**src/rtl/adc_link_pkg.sv**
```systemverilog
// Package: shared types for the serial ADC link master.
// Assumes nothing beyond IEEE 1800-2017 synthesizable subset.
package adc_link_pkg;

    // Top-level sequencing states of the link.
    typedef enum logic [1:0] {
        LS_IDLE = 2'd0,   // chip select high, waiting for a request
        LS_RUN  = 2'd1,   // frame in progress, serial clock toggling
        LS_GAP  = 2'd2    // chip select high for one half period after a frame
    } link_state_t;

endpackage

```
**src/rtl/adc_link_clkdiv.sv**
```systemverilog
// Module: half-period tick generator for the serial clock.
// Emits one tick every HALF system cycles while run_i is high; the count
// restarts from zero whenever run_i is low, so the first tick arrives HALF
// cycles after run_i rises. Assumes HALF >= 1.
module adc_link_clkdiv #(
    parameter int HALF = 4
) (
    input  logic clk,
    input  logic rst_n,
    input  logic run_i,
    output logic tick_o
);
    localparam int CW = (HALF > 1) ? $clog2(HALF) : 1;
    localparam logic [CW-1:0] LAST = CW'(HALF - 1);

    logic [CW-1:0] cnt_q;

    // Tick on the last count of each half period.
    assign tick_o = run_i && (cnt_q == LAST);

    // Count system cycles within a half period.
    always_ff @(posedge clk) begin
        if (!rst_n || !run_i) begin
            cnt_q <= '0;
        end else if (cnt_q == LAST) begin
            cnt_q <= '0;
        end else begin
            cnt_q <= cnt_q + 1'b1;
        end
    end
endmodule

```
**src/rtl/adc_link_txframe.sv**
```systemverilog
// Module: address frame shifter.
// Loads the start bit plus address in one cycle and presents its most
// significant bit; each shift moves the next bit out. Assumes the caller
// shifts only on falling serial clock edges so bits are stable while high.
module adc_link_txframe #(
    parameter int AW = 5
) (
    input  logic          clk,
    input  logic          rst_n,
    input  logic          load_i,
    input  logic [AW-1:0] word_i,
    input  logic          shift_i,
    output logic          bit_o
);
    logic [AW-1:0] sh_q;

    assign bit_o = sh_q[AW-1];

    // Hold, load or advance the outgoing frame.
    always_ff @(posedge clk) begin
        if (!rst_n) begin
            sh_q <= '0;
        end else if (load_i) begin
            sh_q <= word_i;
        end else if (shift_i) begin
            sh_q <= {sh_q[AW-2:0], 1'b0};
        end
    end
endmodule

```
**src/rtl/adc_link_rxcap.sv**
```systemverilog
// Module: result capture with replay comparison.
// fwd_i strobes the most-significant-first stream into fwd_o; rev_i strobes
// the replay bits (bit 1 up to the top bit) into a second register. The
// replay value is rebuilt with the forward stream's last bit as its bit 0.
// Assumes all RES_W forward bits arrive before any replay bit.
module adc_link_rxcap #(
    parameter int RES_W = 8
) (
    input  logic             clk,
    input  logic             rst_n,
    input  logic             clr_i,
    input  logic             fwd_i,
    input  logic             rev_i,
    input  logic             bit_i,
    output logic [RES_W-1:0] fwd_o,
    output logic             mismatch_o
);
    logic [RES_W-1:0] fwd_q;
    logic [RES_W-2:0] rev_q;

    assign fwd_o      = fwd_q;
    assign mismatch_o = ({rev_q, fwd_q[0]} != fwd_q);

    // Shift forward bits in at the bottom, replay bits in at the top.
    always_ff @(posedge clk) begin
        if (!rst_n || clr_i) begin
            fwd_q <= '0;
            rev_q <= '0;
        end else begin
            if (fwd_i) begin
                fwd_q <= {fwd_q[RES_W-2:0], bit_i};
            end
            if (rev_i) begin
                if (RES_W > 2) begin
                    rev_q <= {bit_i, rev_q[RES_W-2:1]};
                end else begin
                    rev_q <= bit_i;
                end
            end
        end
    end
endmodule

```
**src/rtl/adc_link_master.sv**
```systemverilog
// Module: host-side controller for a serial 8-bit ADC link.
// Runs one frame per accepted request: chip select low, start bit and
// address on the shared data pin, pin release, one settling period, RES_W
// result bits most significant first, and optionally RES_W-1 replay bits.
// Assumes DIV_HALF is picked so the serial clock falls within the
// converter's frequency window; the high and low phases are equal.
module adc_link_master
    import adc_link_pkg::*;
#(
    parameter int DIV_HALF = 4,
    parameter int SEL_W    = 2,
    parameter int RES_W    = 8
) (
    input  logic             clk,
    input  logic             rst_n,
    input  logic             req_i,
    input  logic             sgl_i,
    input  logic             odd_i,
    input  logic [SEL_W-1:0] sel_i,
    input  logic             chk_i,
    output logic             cs_n_o,
    output logic             sclk_o,
    output logic             sd_o,
    output logic             sd_oe_o,
    input  logic             sd_i,
    output logic [RES_W-1:0] data_o,
    output logic             done_o,
    output logic             err_o
);
    localparam int ADDR_W = 3 + SEL_W;              // start + mode + odd + select
    localparam int FWD_LO = ADDR_W + 1;             // first result period
    localparam int FWD_HI = ADDR_W + RES_W;         // last result period
    localparam int REV_HI = ADDR_W + 2 * RES_W - 1; // last replay period
    localparam int PER_W  = $clog2(REV_HI + 1);

    localparam logic [PER_W-1:0] P_ADDR_END = PER_W'(ADDR_W - 1);
    localparam logic [PER_W-1:0] P_FWD_LO   = PER_W'(FWD_LO);
    localparam logic [PER_W-1:0] P_FWD_HI   = PER_W'(FWD_HI);
    localparam logic [PER_W-1:0] P_REV_HI   = PER_W'(REV_HI);

    link_state_t      state_q;
    logic [PER_W-1:0] per_q;
    logic             chk_q;
    logic             tick;
    logic             rise_stb;
    logic             fall_stb;
    logic             start_stb;
    logic             fwd_stb;
    logic             rev_stb;
    logic             tx_shift;
    logic [PER_W-1:0] last_per;
    logic [RES_W-1:0] fwd_val;
    logic             mismatch;

    // Half-period ticks run only while a frame or gap is in progress.
    adc_link_clkdiv #(.HALF(DIV_HALF)) u_div (
        .clk    (clk),
        .rst_n  (rst_n),
        .run_i  (state_q != LS_IDLE),
        .tick_o (tick)
    );

    adc_link_txframe #(.AW(ADDR_W)) u_tx (
        .clk     (clk),
        .rst_n   (rst_n),
        .load_i  (start_stb),
        .word_i  ({1'b1, sgl_i, odd_i, sel_i}),
        .shift_i (tx_shift),
        .bit_o   (sd_o)
    );

    adc_link_rxcap #(.RES_W(RES_W)) u_rx (
        .clk        (clk),
        .rst_n      (rst_n),
        .clr_i      (start_stb),
        .fwd_i      (fwd_stb),
        .rev_i      (rev_stb),
        .bit_i      (sd_i),
        .fwd_o      (fwd_val),
        .mismatch_o (mismatch)
    );

    // Decode edge strobes and which period each strobe belongs to.
    always_comb begin
        start_stb = (state_q == LS_IDLE) && req_i;
        rise_stb  = (state_q == LS_RUN) && tick && !sclk_o;
        fall_stb  = (state_q == LS_RUN) && tick && sclk_o;
        fwd_stb   = rise_stb && (per_q >= P_FWD_LO) && (per_q <= P_FWD_HI);
        rev_stb   = rise_stb && (per_q > P_FWD_HI);
        tx_shift  = fall_stb && (per_q <= P_ADDR_END);
        last_per  = chk_q ? P_REV_HI : P_FWD_HI;
    end

    // Frame sequencer: chip select, serial clock, pin enable and results.
    always_ff @(posedge clk) begin
        if (!rst_n) begin
            state_q <= LS_IDLE;
            per_q   <= '0;
            chk_q   <= 1'b0;
            cs_n_o  <= 1'b1;
            sclk_o  <= 1'b0;
            sd_oe_o <= 1'b0;
            data_o  <= '0;
            done_o  <= 1'b0;
            err_o   <= 1'b0;
        end else begin
            done_o <= 1'b0;
            case (state_q)
                LS_IDLE: begin
                    if (req_i) begin
                        state_q <= LS_RUN;
                        per_q   <= '0;
                        chk_q   <= chk_i;
                        cs_n_o  <= 1'b0;
                        sd_oe_o <= 1'b1;
                    end
                end
                LS_RUN: begin
                    if (tick) begin
                        if (!sclk_o) begin
                            sclk_o <= 1'b1;
                        end else begin
                            sclk_o <= 1'b0;
                            if (per_q == P_ADDR_END) begin
                                sd_oe_o <= 1'b0;
                            end
                            if (per_q == last_per) begin
                                state_q <= LS_GAP;
                                cs_n_o  <= 1'b1;
                                done_o  <= 1'b1;
                                data_o  <= fwd_val;
                                err_o   <= chk_q && mismatch;
                            end else begin
                                per_q <= per_q + 1'b1;
                            end
                        end
                    end
                end
                LS_GAP: begin
                    if (tick) begin
                        state_q <= LS_IDLE;
                    end
                end
                default: state_q <= LS_IDLE;
            endcase
        end
    end
endmodule

```
**config.mk**
```make
export PLATFORM = sky130hd
export DESIGN_NAME = adc_link_master
export DESIGN_NICKNAME = d
export VERILOG_FILES = /design/src/rtl/adc_link_pkg.sv /design/src/rtl/adc_link_clkdiv.sv /design/src/rtl/adc_link_txframe.sv /design/src/rtl/adc_link_rxcap.sv /design/src/rtl/adc_link_master.sv
export SDC_FILE = /design/constraint.sdc
export NUM_CORES = 1
export LEC_CHECK = 0
export ABC_AREA = 1
export BUFFER_PORTS_ARGS = -buffer_cell sky130_fd_sc_hd__buf_2
export CAP_MARGIN = 15
export CORE_MARGIN = 2
export CORE_UTILIZATION = 50
export DETAILED_ROUTE_END_ITERATION = 8
export PLACE_DENSITY = 0.74
export SYNTH_ARGS = -nofsm -noshare
export SYNTH_HDL_FRONTEND = slang
export SYNTH_SLANG_ARGS = --single-unit
```
**constraint.sdc**
```tcl
create_clock -name clk -period 2 [get_ports clk]
set_clock_uncertainty 0.15 [all_clocks]
set_input_delay 0.4 -clock clk [delete_from_list [all_inputs] [get_ports clk]]
set_output_delay 0.4 -clock clk [all_outputs]
set_load 0.02 [all_outputs]
```
==> summary.txt, run 1 <==
========================================================================================================
Element type at the critical path end                                                           register
Wire length of the first global-routing pass                                                     7238 um
Area contributors post-synth                                                                dfxtp_1, nor2_1, nand2_1
Area of the mapped netlist                                                                      2031 um2
Inserted Clock Buffers                                                                                 5
Number of buffers inserted by post-CTS setup repair                                                    0
CP max stage cell                                                                                dfxtp_1
Wire length per cell                                                                            11.22 um
Overall power after layout                                                                      1.720 mW
Signal arrival time at the worst endpoint                                                        1.80 ns
Sequence of cells on the critical path                                                      inv_1 -> ha_1 -> nor3_1 -> nor2_2 -> nand2_2 -> inv_2 -> nor2_1 -> nor2_1
Max-capacitance violation count                                                                        0
Count leader, synth                                                                               nor2_1
Ports                                                                                                 23
Mean Syn Cell Area                                                                             7.027 um2
Final hold violations                                                                                  0
Part of the cycle the worst path needs                                                            85.33%
Starting density of the core                                                                      51.51%
Commonest register cell after synthesis                                                          dfxtp_1
Core occupancy in the finished layout                                                             59.09%
Net Count, Synth                                                                                     302
Pwr Density                                                                                 738.3 nW/um2
Leak Pwr                                                                                        1.122 nW
Library cell used as clock root buffer                                                          clkbuf_8
Detailed-route DRC error count                                                                         0
Global-route usage over all layers                                                                21.12%
Clock tree from TritonCTS                                                                          built
Fraction of final layout cells sized beyond drive strength 1                                      15.72%
Max VDD drop                                                                                   0.3878 mV
Sum of overflow across all layers after global routing                                                 0
Total via count in the routed design                                                               1,813
Clock net sink count                                                                                  43
Critical path required time                                                                      2.10 ns
RSZ-0062 raised after global routing                                                                  no
Setup slack at placement                                                                       0.2591 ns
Total routed wirelength                                                                          4128 um
Post-synth top area cell                                                                         dfxtp_1
Iteration count of the initial detailed-routing pass                                                   4
Number of distinct standard cells referenced by the synthesized netlist                               26
Pins over their slew limit                                                                             0
Sequential-to-total area share from yosys stat                                                    42.39%
Final critical delay including setup and external delays                                        1.707 ns
Height of the chip                                                                              67.73 um
Top cell type's share of synthesized area                                                         42.39%
Number of DRC markers after the initial detailed-route iteration                                      78
Vias in the first global route                                                                     1,629
Area added between synthesis and finish                                                           14.73%
Critical Path Most Common Cell                                                                    nor2_1
Crit Path Max Fanout                                                                                   9
Critical Setup Path Class                                                                   register to register
Final net count                                                                                      330
Number of enable flip-flop cells after synthesis                                                       0
Outcome                                                                                     complete, no violations
H-tree depth                                                                                           2
Maximum root-to-sink buffer count                                                                      2
Number of antenna violations at the first check in global routing                                      0
Antenna Nets Post-Route                                                                                0
Placeable core region                                                                           3943 um2
Sum Neg Setup Slack                                                                                 0 ns
Maximum operating frequency                                                                   0.5860 GHz
Floorplan die width                                                                             67.73 um
Std cell rows                                                                                         23
Diode insertion count for antenna repair                                                               0
Routed vias/inst                                                                                   4.927
Number of synthesized register bits                                                                   43
Max stage delay on crit path                                                                     0.32 ns
Crit path setup slack, layout                                                                  0.2934 ns
Maximum number of pins on one net before global-route repair                                          19
Gpl congestion                                                                                    0.8180
Worst hold-check path type                                                                  primary input to register
Share of async-settable or async-resettable flops after synthesis                                     0%
Final HPWL DP                                                                                    2951 um
Input/output buffers                                                                                  22
Floorplan die area                                                                              4587 um2
Commonest cells post-synth                                                                  nor2_1, nand2_1, dfxtp_1
Post-CTS clock slew at the launch and capture registers of the worst setup and hold paths        0.09 ns
Hold_ws                                                                                        0.1965 ns
Yosys warnings                                                                                         0
Cell count after synthesis                                                                           289
Clk Latency, worst-skew pair                                                                     0.30 ns
Max transition margin                                                                             71.68%
CP Launch Type                                                                                  register
Worst-Margin Slew                                                                              0.4244 ns
Number of endpoints failing setup at the final stage                                                   0
========================================================================================================
==> what timing repair did <==
action | CTS | global route
hold buffers | 0 | 0
setup endpoints to repair | 0 | 5
gates resized for setup | 0 | 2
endpoints found under the hold margin | 0 | 0
==> worst max-delay path: cells and delay by family, from the launching register on <==
family	cells	cell delay (ns)
buf+inv	2	0.30
simple gates	5	0.69
flops	1	0.32
fa+ha+maj	1	0.19
==> placed cells by master (no fill, tap or decap) <==
master / synthesis / final
xnor2_1: 6 / 6
bufinv_16: 0 / 1
nor2_2: 2 / 3
buf_2: 2 / 22
nand4_4: 1 / 1
inv_6: 0 / 1
clkinvlp_4: 0 / 1
a21boi_0: 1 / 1
nand4_1: 2 / 2
buf_4: 2 / 6
nor2_1: 64 / 63
a21oi_1: 11 / 11
nand2_1: 54 / 54
nand2_4: 1 / 1
o21bai_1: 1 / 1
nor3_1: 8 / 8
dfxtp_1: 43 / 42
o21ai_0: 24 / 24
clkbuf_8: 0 / 5
inv_1: 30 / 30
ha_1: 4 / 4
inv_2: 3 / 3
dfxtp_2: 0 / 1
a21oi_2: 1 / 1
nor2_8: 1 / 1
nand3b_4: 1 / 1
nand3_1: 21 / 21
nand2_2: 2 / 2
xor2_1: 1 / 1
==> routing by layer <==
metal / global-route usage, % / vias up / share of wire [%]
met1: 29.01 / 796 / 51
met3: 5.667 / 8 / 4.7
met4: 8.418 / 0 / 1.9
met5: 0 / - / 0
met2: 31.25 / 37 / 43
li1: - / 972 / -
==> worst paths after layout <==
path         slack [ns]  cells past startpoint      startpoint             end
min                0.20                      3        sel_i[0]    u_tx.sh_q[0]
max                0.29                      8        per_q[1]   u_rx.fwd_o[6]
max reg2reg        0.29                      8        per_q[1]   u_rx.fwd_o[6]
min reg2reg        0.28                      1  u_div.cnt_q[0]  u_div.cnt_q[0]
==> per-stage QoR <==
step / instances / area [um2]
3_3_place_gp: 360 / 2211
6_report: 368 / 2330
4_1_cts: 368 / 2326
5_1_grt: 368 / 2330
2_1_floorplan: 289 / 2031
3_5_place_dp: 360 / 2211
==> area by class of cell <==
cell class,count,area (um2)
Clock buffer,5,68.82
Tap cell,50,62.56
Sequential cell,43,862.1
Inverter,33,123.9
Fill cell,368,1613
Timing Repair Buffer,28,155.1
Multi-Input combinational cell,206,1011
Clock inverter,3,46.29
==> flip-flops by register name, indices dropped and copies added (netlist names), 2 cells and up <==
| register | flops |
|---|---|
| per_q | 5 |
| u_rx.fwd_o | 8 |
| u_tx.sh_q | 5 |
| u_rx.rev_q | 7 |
| data_o | 8 |
| u_div.cnt_q | 2 |
| state_q | 2 |
==> logic make-up (layout without fill, tap and decap cells) <==
group           count (synthesis)  in the layout  synth area share [%]
fa+ha+maj                       4              4                 2.465
compound gates                 38             38                 9.797
xor+xnor                        7              7                 3.019
flops                          43             43                 42.39
simple gates                  157            157                 34.38
buf+inv                        40             69                 7.948
==> power by group <==
part | switching [mW] | total (mW) | internal, mW
Clock | 0.319 | 0.695 | 0.376
Sequential | 0.0141 | 0.888 | 0.874
Combinational | 0.0894 | 0.137 | 0.0477
Note: power is estimated with default switching activity, not from simulation.
==> run 2: changes to the inputs <==
==> constraint.sdc (replaced) <==
create_clock -name clk -period 2 [get_ports clk]
set_clock_uncertainty 0.15 [all_clocks]
set_input_delay 0.1 -clock clk [delete_from_list [all_inputs] [get_ports clk]]
set_output_delay 0.1 -clock clk [all_outputs]
set_load 0.02 [all_outputs]
==> summary.txt, run 2 (synthesis gave the netlist of run 1 again) <==
========================================================================================================
Outcome                                                                                     complete, no violations
Pwr Density                                                                                 725.9 nW/um2
Final net count                                                                                      334
Max-capacitance violation count                                                                        0
Maximum number of pins on one net before global-route repair                                          19
Final HPWL DP                                                                                    2932 um
Floorplan die area                                                                              4587 um2
Critical path required time                                                                      2.05 ns
Final critical delay including setup and external delays                                        1.811 ns
Part of the cycle the worst path needs                                                            90.54%
Total routed wirelength                                                                          4098 um
Beginning of the worst register-to-register path                                                per_q[0]
Crit Path Max Fanout                                                                                   9
Commonest cells after routing, fill and taps aside                                          nor2_1, nand2_1, dfxtp_1, inv_1, o21ai_0
Number of endpoints failing setup at the final stage                                                   0
Gpl congestion                                                                                    0.8342
CP max stage cell                                                                                dfxtp_1
Depth of the most critical reg-to-reg path                                                             6
First element of the critical path                                                              per_q[0]
Final hold violations                                                                                  0
Pins over their slew limit                                                                             0
Input/output buffers                                                                                  22
Library cell used as clock root buffer                                                          clkbuf_8
CP Launch Type                                                                                  register
H-tree depth                                                                                           2
Kind of cell adding the most delay to the critical path                                     simple AND/OR/NAND/NOR gates
Max transition margin                                                                             69.17%
Overall power after layout                                                                      1.723 mW
Post-CTS clock slew at the launch and capture registers of the worst setup and hold paths        0.09 ns
Antenna Nets Post-Route                                                                                0
Detailed-route DRC error count                                                                         0
Maximum root-to-sink buffer count                                                                      2
CP Capture Point                                                                            u_rx.fwd_o[0]
RSZ-0062 raised after global routing                                                                  no
Maximum operating frequency                                                                   0.5522 GHz
Inserted Clock Buffers                                                                                 5
Sum Neg Setup Slack                                                                                 0 ns
Critical Setup Path Class                                                                   register to register
Routed vias/inst                                                                                   4.876
Max VDD drop                                                                                   0.6188 mV
Max stage delay on crit path                                                                     0.48 ns
CP Buf/Inv Count                                                                                       0
Met3 Usage GRT                                                                                    5.333%
Met2 capacity usage during global routing                                                         32.11%
Number of antenna violations at the first check in global routing                                      0
Iteration count of the initial detailed-routing pass                                                   4
Floorplan die width                                                                             67.73 um
Std cell rows                                                                                         23
Element type at the critical path end                                                           register
Diode insertion count for antenna repair                                                               0
Clk Latency, worst-skew pair                                                                     0.30 ns
Global-route usage over all layers                                                                20.61%
Sum of overflow across all layers after global routing                                                 0
Clock tree from TritonCTS                                                                          built
Starting density of the core                                                                      51.51%
Setup slack on the worst flop-to-flop path                                                       0.19 ns
Sequence of cells on the critical path                                                      ha_1 -> nor3_1 -> nor2_2 -> nand2_2 -> o21ai_0 -> nor2_1
Height of the chip                                                                              67.73 um
Wire length of the first global-routing pass                                                     7058 um
Number of DRC markers after the initial detailed-route iteration                                      95
Leak Pwr                                                                                        1.138 nW
Area added between synthesis and finish                                                           16.88%
Worst hold-check path type                                                                  primary input to register
Worst-Margin Slew                                                                              0.4619 ns
Clock net sink count                                                                                  43
CP Depth                                                                                               6
Fraction of final layout cells sized beyond drive strength 1                                      14.60%
Most common cell after layout, fill and taps aside                                                nor2_1
Placeable core region                                                                           3943 um2
Ports                                                                                                 23
Signal arrival time at the worst endpoint                                                        1.86 ns
Total via count in the routed design                                                               1,814
Fill cell instance count of the final layout                                                         364
Top Usage Layer GRT                                                                                 met2
Global-route met1 utilization                                                                     26.05%
Wire length per cell                                                                            11.02 um
Endpoint of the worst-slack reg-to-reg timing path                                          u_rx.fwd_o[0]
Vias in the first global route                                                                     1,602
========================================================================================================
[run 2: cell types whose count changed in the layout (fill, tap and decap cells not counted)]
cell | previous run | this run
dlygate4sd3_1 | 0 | 6
buf_4 | 6 | 4
dfxtp_2 | 1 | 0
dfxtp_1 | 42 | 43
[run 2: per-layer routing]
metal,vias up,share of wire [%]
met5,-,0
met4,0,2.0
met3,7,4.7
met2,32,43
met1,801,50
li1,974,-
[run 2: timing repair]
item | CTS | global route
hold buffers | 6 | 0
gates resized for setup | 0 | 1
hold endpoints to repair | 7 | 0
endpoints found under the setup margin | 0 | 1
setup buffers | 0 | 0
[run 2: worst min path at each step]
stage / depth (start not counted) / to / startpoint
5_1_grt: 5 / u_tx.sh_q[3] / sgl_i
3_3_place_gp: 3 / u_tx.sh_q[0] / sel_i[0]
2_1_floorplan: 2 / data_o[4] / rst_n
6_report: 5 / u_tx.sh_q[3] / sgl_i
4_1_cts: 5 / u_tx.sh_q[1] / sel_i[1]
3_5_place_dp: 3 / u_tx.sh_q[0] / sel_i[0]
[run 2: per-stage QoR]
step / setup slack [ns] / util, % / cell area, um2 / hold WS, ns / cells
global placement: 0.2649 / 55.70 / 2196 / 0.2100 / 358
finish: 0.1892 / 60.20 / 2374 / 0.05210 / 372
floorplan: 0.3370 / - / 2031 / 0.07040 / 289
global route: 0.02770 / 60.20 / 2374 / 0.09351 / 372
CTS: 0.2125 / 60.14 / 2371 / 0.05057 / 372
detailed placement: 0.2308 / 55.70 / 2196 / 0.2090 / 358
[run 2: final cells by class]
cell class                      instances  area, um2  share of cell area, %
Clock buffer                            5      68.82                  2.899
Clock inverter                          3      46.29                  1.950
Inverter                               33      123.9                  5.219
Multi-Input combinational cell        206       1011                  42.59
Sequential cell                        43      860.8                  36.27
Tap cell                               50      62.56                  2.636
Timing Repair Buffer                   32      200.2                  8.434
[run 2: report_power, final]
part / internal, mW / leakage, nW / switching (mW)
clock: 0.376 / 0.0548 / 0.316
sequential: 0.874 / 0.348 / 0.0132
combinational: 0.0541 / 0.734 / 0.0905
total: 1.30 / 1.14 / 0.419
[run 2: worst reg2reg max path, delay by kind of cell, from the launching register on]
kind / cells / cell delay, ns
compound gates: 1 / 0.23
fa+ha+maj: 1 / 0.20
flops: 1 / 0.48
simple gates: 4 / 0.65
==> run 3: changes to the inputs <==
Settings changed: PLACE_DENSITY 0.74 to 0.73, SYNTH_HIERARCHICAL set to 1.
==> summary.txt, run 3 <==
========================================================================================================
Core occupancy in the finished layout                                                             59.64%
Clock tree from TritonCTS                                                                          built
Beginning of the worst register-to-register path                                              state_q[1]
Number of endpoints failing setup at the final stage                                                   0
Sequential-to-total area share from yosys stat                                                    38.37%
CP Launch Type                                                                                  register
Crit path setup slack, layout                                                                  0.1143 ns
Area after DPL                                                                                  2396 um2
Yosys warnings                                                                                         6
Commonest register cell after synthesis                                                          dfxtp_1
Starting density of the core                                                                      51.88%
Violations in the final reports                                                             negative hold slack
Iteration count of the initial detailed-routing pass                                                   4
Sum of overflow across all layers after global routing                                                 0
Max VDD drop                                                                                   0.4524 mV
Fraction of final layout cells sized beyond drive strength 1                                      25.23%
Total via count in the routed design                                                               1,876
Leak Pwr                                                                                        1.118 nW
Ports                                                                                                 23
Number of synthesized register bits                                                                   43
Placed cell count                                                                                    359
Vias in the first global route                                                                     1,731
Count leader, synth                                                                              nand2_1
Total routed wirelength                                                                          4486 um
Critical path required time                                                                      2.07 ns
Share of async-settable or async-resettable flops after synthesis                                     0%
Overall power after layout                                                                      1.694 mW
Area of the mapped netlist                                                                      2243 um2
Crit Path Max Fanout                                                                                   8
Final net count                                                                                      334
Number of distinct standard cells referenced by the synthesized netlist                               33
Library cell used as clock root buffer                                                          clkbuf_8
Clock net sink count                                                                                  43
Height of the chip                                                                              70.99 um
Outcome                                                                                     complete, but fails checks
RSZ-0062 raised after global routing                                                                  no
Number of DRC markers after the initial detailed-route iteration                                     226
Worst hold-check path type                                                                  primary input to register
Gpl congestion                                                                                    0.8683
Inserted Clock Buffers                                                                                 5
Final Cell Area                                                                                 2579 um2
Startpoint of the tightest hold check path                                                         sgl_i
Antenna Nets Post-Route                                                                                0
Post-CTS clock slew at the launch and capture registers of the worst setup and hold paths        0.08 ns
Floorplan die area                                                                              5039 um2
Maximum number of pins on one net before global-route repair                                          16
Wire length of the first global-routing pass                                                     7762 um
Final hold violations                                                                                  1
Maximum root-to-sink buffer count                                                                      2
Critical Setup Path Class                                                                   register to register
Area contributors post-synth                                                                dfxtp_1, nand2_1, a21oi_1
Element type at the critical path end                                                           register
Global-route usage over all layers                                                                18.90%
Placeable core region                                                                           4324 um2
Final HPWL DP                                                                                    3280 um
Number of buffers inserted by post-CTS setup repair                                                    0
Commonest cells post-synth                                                                  nand2_1, dfxtp_1, inv_1
Diode insertion count for antenna repair                                                               0
Maximum operating frequency                                                                   0.5303 GHz
Part of the cycle the worst path needs                                                            94.29%
Hold_ws                                                                                     -0.001634 ns
Max-capacitance violation count                                                                        0
Wire length per cell                                                                            12.03 um
Detailed-route DRC error count                                                                         0
Area added between synthesis and finish                                                           14.95%
Commonest cells after routing, fill and taps aside                                          nand2_1, dfxtp_1, inv_1, buf_2, a21oi_1
Post-synth top area cell                                                                         dfxtp_1
Std cell rows                                                                                         24
Pins over their slew limit                                                                             0
Top cell type's share of synthesized area                                                         38.37%
Cell count after synthesis                                                                           285
H-tree depth                                                                                           2
Setup slack at placement                                                                       0.1005 ns
Sum Neg Setup Slack                                                                                 0 ns
Pwr Density                                                                                 656.8 nW/um2
Clk Latency, worst-skew pair                                                                     0.29 ns
Input/output buffers                                                                                  22
Number of antenna violations at the first check in global routing                                      0
Signal arrival time at the worst endpoint                                                        1.95 ns
Net Count, Synth                                                                                     298
Most common cell after layout, fill and taps aside                                               nand2_1
Routed vias/inst                                                                                   5.029
Number of enable flip-flop cells after synthesis                                                       0
Mean Syn Cell Area                                                                             7.872 um2
Count of placed standard cells in the final layout, fillers left out                                 373
First element of the critical path                                                            state_q[1]
Floorplan die width                                                                             70.99 um
Final critical delay including setup and external delays                                        1.886 ns
========================================================================================================
==> run 3: changes by cell type after synthesis, sizes merged, moves of 4 or more <==
cell / previous run / this run
nor2: 67 / 27
nand2: 57 / 88
o21ai: 24 / 4
a21oi: 12 / 30
a211oi: 0 / 9
nand4: 3 / 12
nor3: 8 / 0
buf: 4 / 8
==> run 3: worst paths after layout <==
kind / to / slack (ns) / depth (start not counted)
setup / recovery: u_rx/fwd_o[6] / 0.11 / 10
hold / removal: u_tx/sh_q[3] / -0.002 / 5
setup reg to reg: u_rx/fwd_o[6] / 0.11 / 10
hold reg to reg: u_div/cnt_q[0] / 0.29 / 1
==> run 3: layout make-up <==
cell class                 count  area (um2)
clock buffer                   5       68.82
clock inverter                 2       37.54
fill                         406        1745
inverter                      32       132.6
multi-input combinational    201        1167
sequential                    43       864.6
tap                           52       65.06
timing repair buffer          38       242.7
==> run 3: kinds of logic after synthesis <==
| kind of cell | count (synthesis) | share of synthesized area (%) |
|---|---|---|
| fa+ha+maj | 4 | 2.231 |
| flops | 43 | 38.37 |
| other cells | 1 | 0.1672 |
| buf+inv | 41 | 9.927 |
| compound gates | 43 | 13.39 |
| xor+xnor | 6 | 2.342 |
| simple gates | 147 | 33.58 |
==> run 3: where the power goes <==
part | total [mW] | switching, mW | internal (mW)
clock network | 0.663 | 0.298 | 0.365
registers | 0.887 | 0.0125 | 0.875
logic | 0.144 | 0.0947 | 0.0489
==> run 3: repair_timing <==
action | 4_1_cts | 5_1_grt
hold endpoints to repair | 7 | 0
hold buffers | 6 | 0
resized for setup | 0 | 6
setup endpoints to repair | 0 | 9
==> run 3: critical path, stage by stage, from the launching register on <==
cell	delay [ns]
dfxtp_1	0.34
nor2_1	0.07
inv_1	0.10
nand2_1	0.06
inv_1	0.08
nand2_1	0.07
or2_4	0.25
a211oi_2	0.22
buf_4	0.21
inv_4	0.06
a211oi_2	0.20
==> run 3: routing by layer <==
metal,share of wire (%),GRT usage [%],vias to the layer above
met2,48,30.74,30
met4,0.94,5.660,0
met3,3.6,3.561,7
met5,0,0,-
li1,-,-,996
met1,48,25.60,843
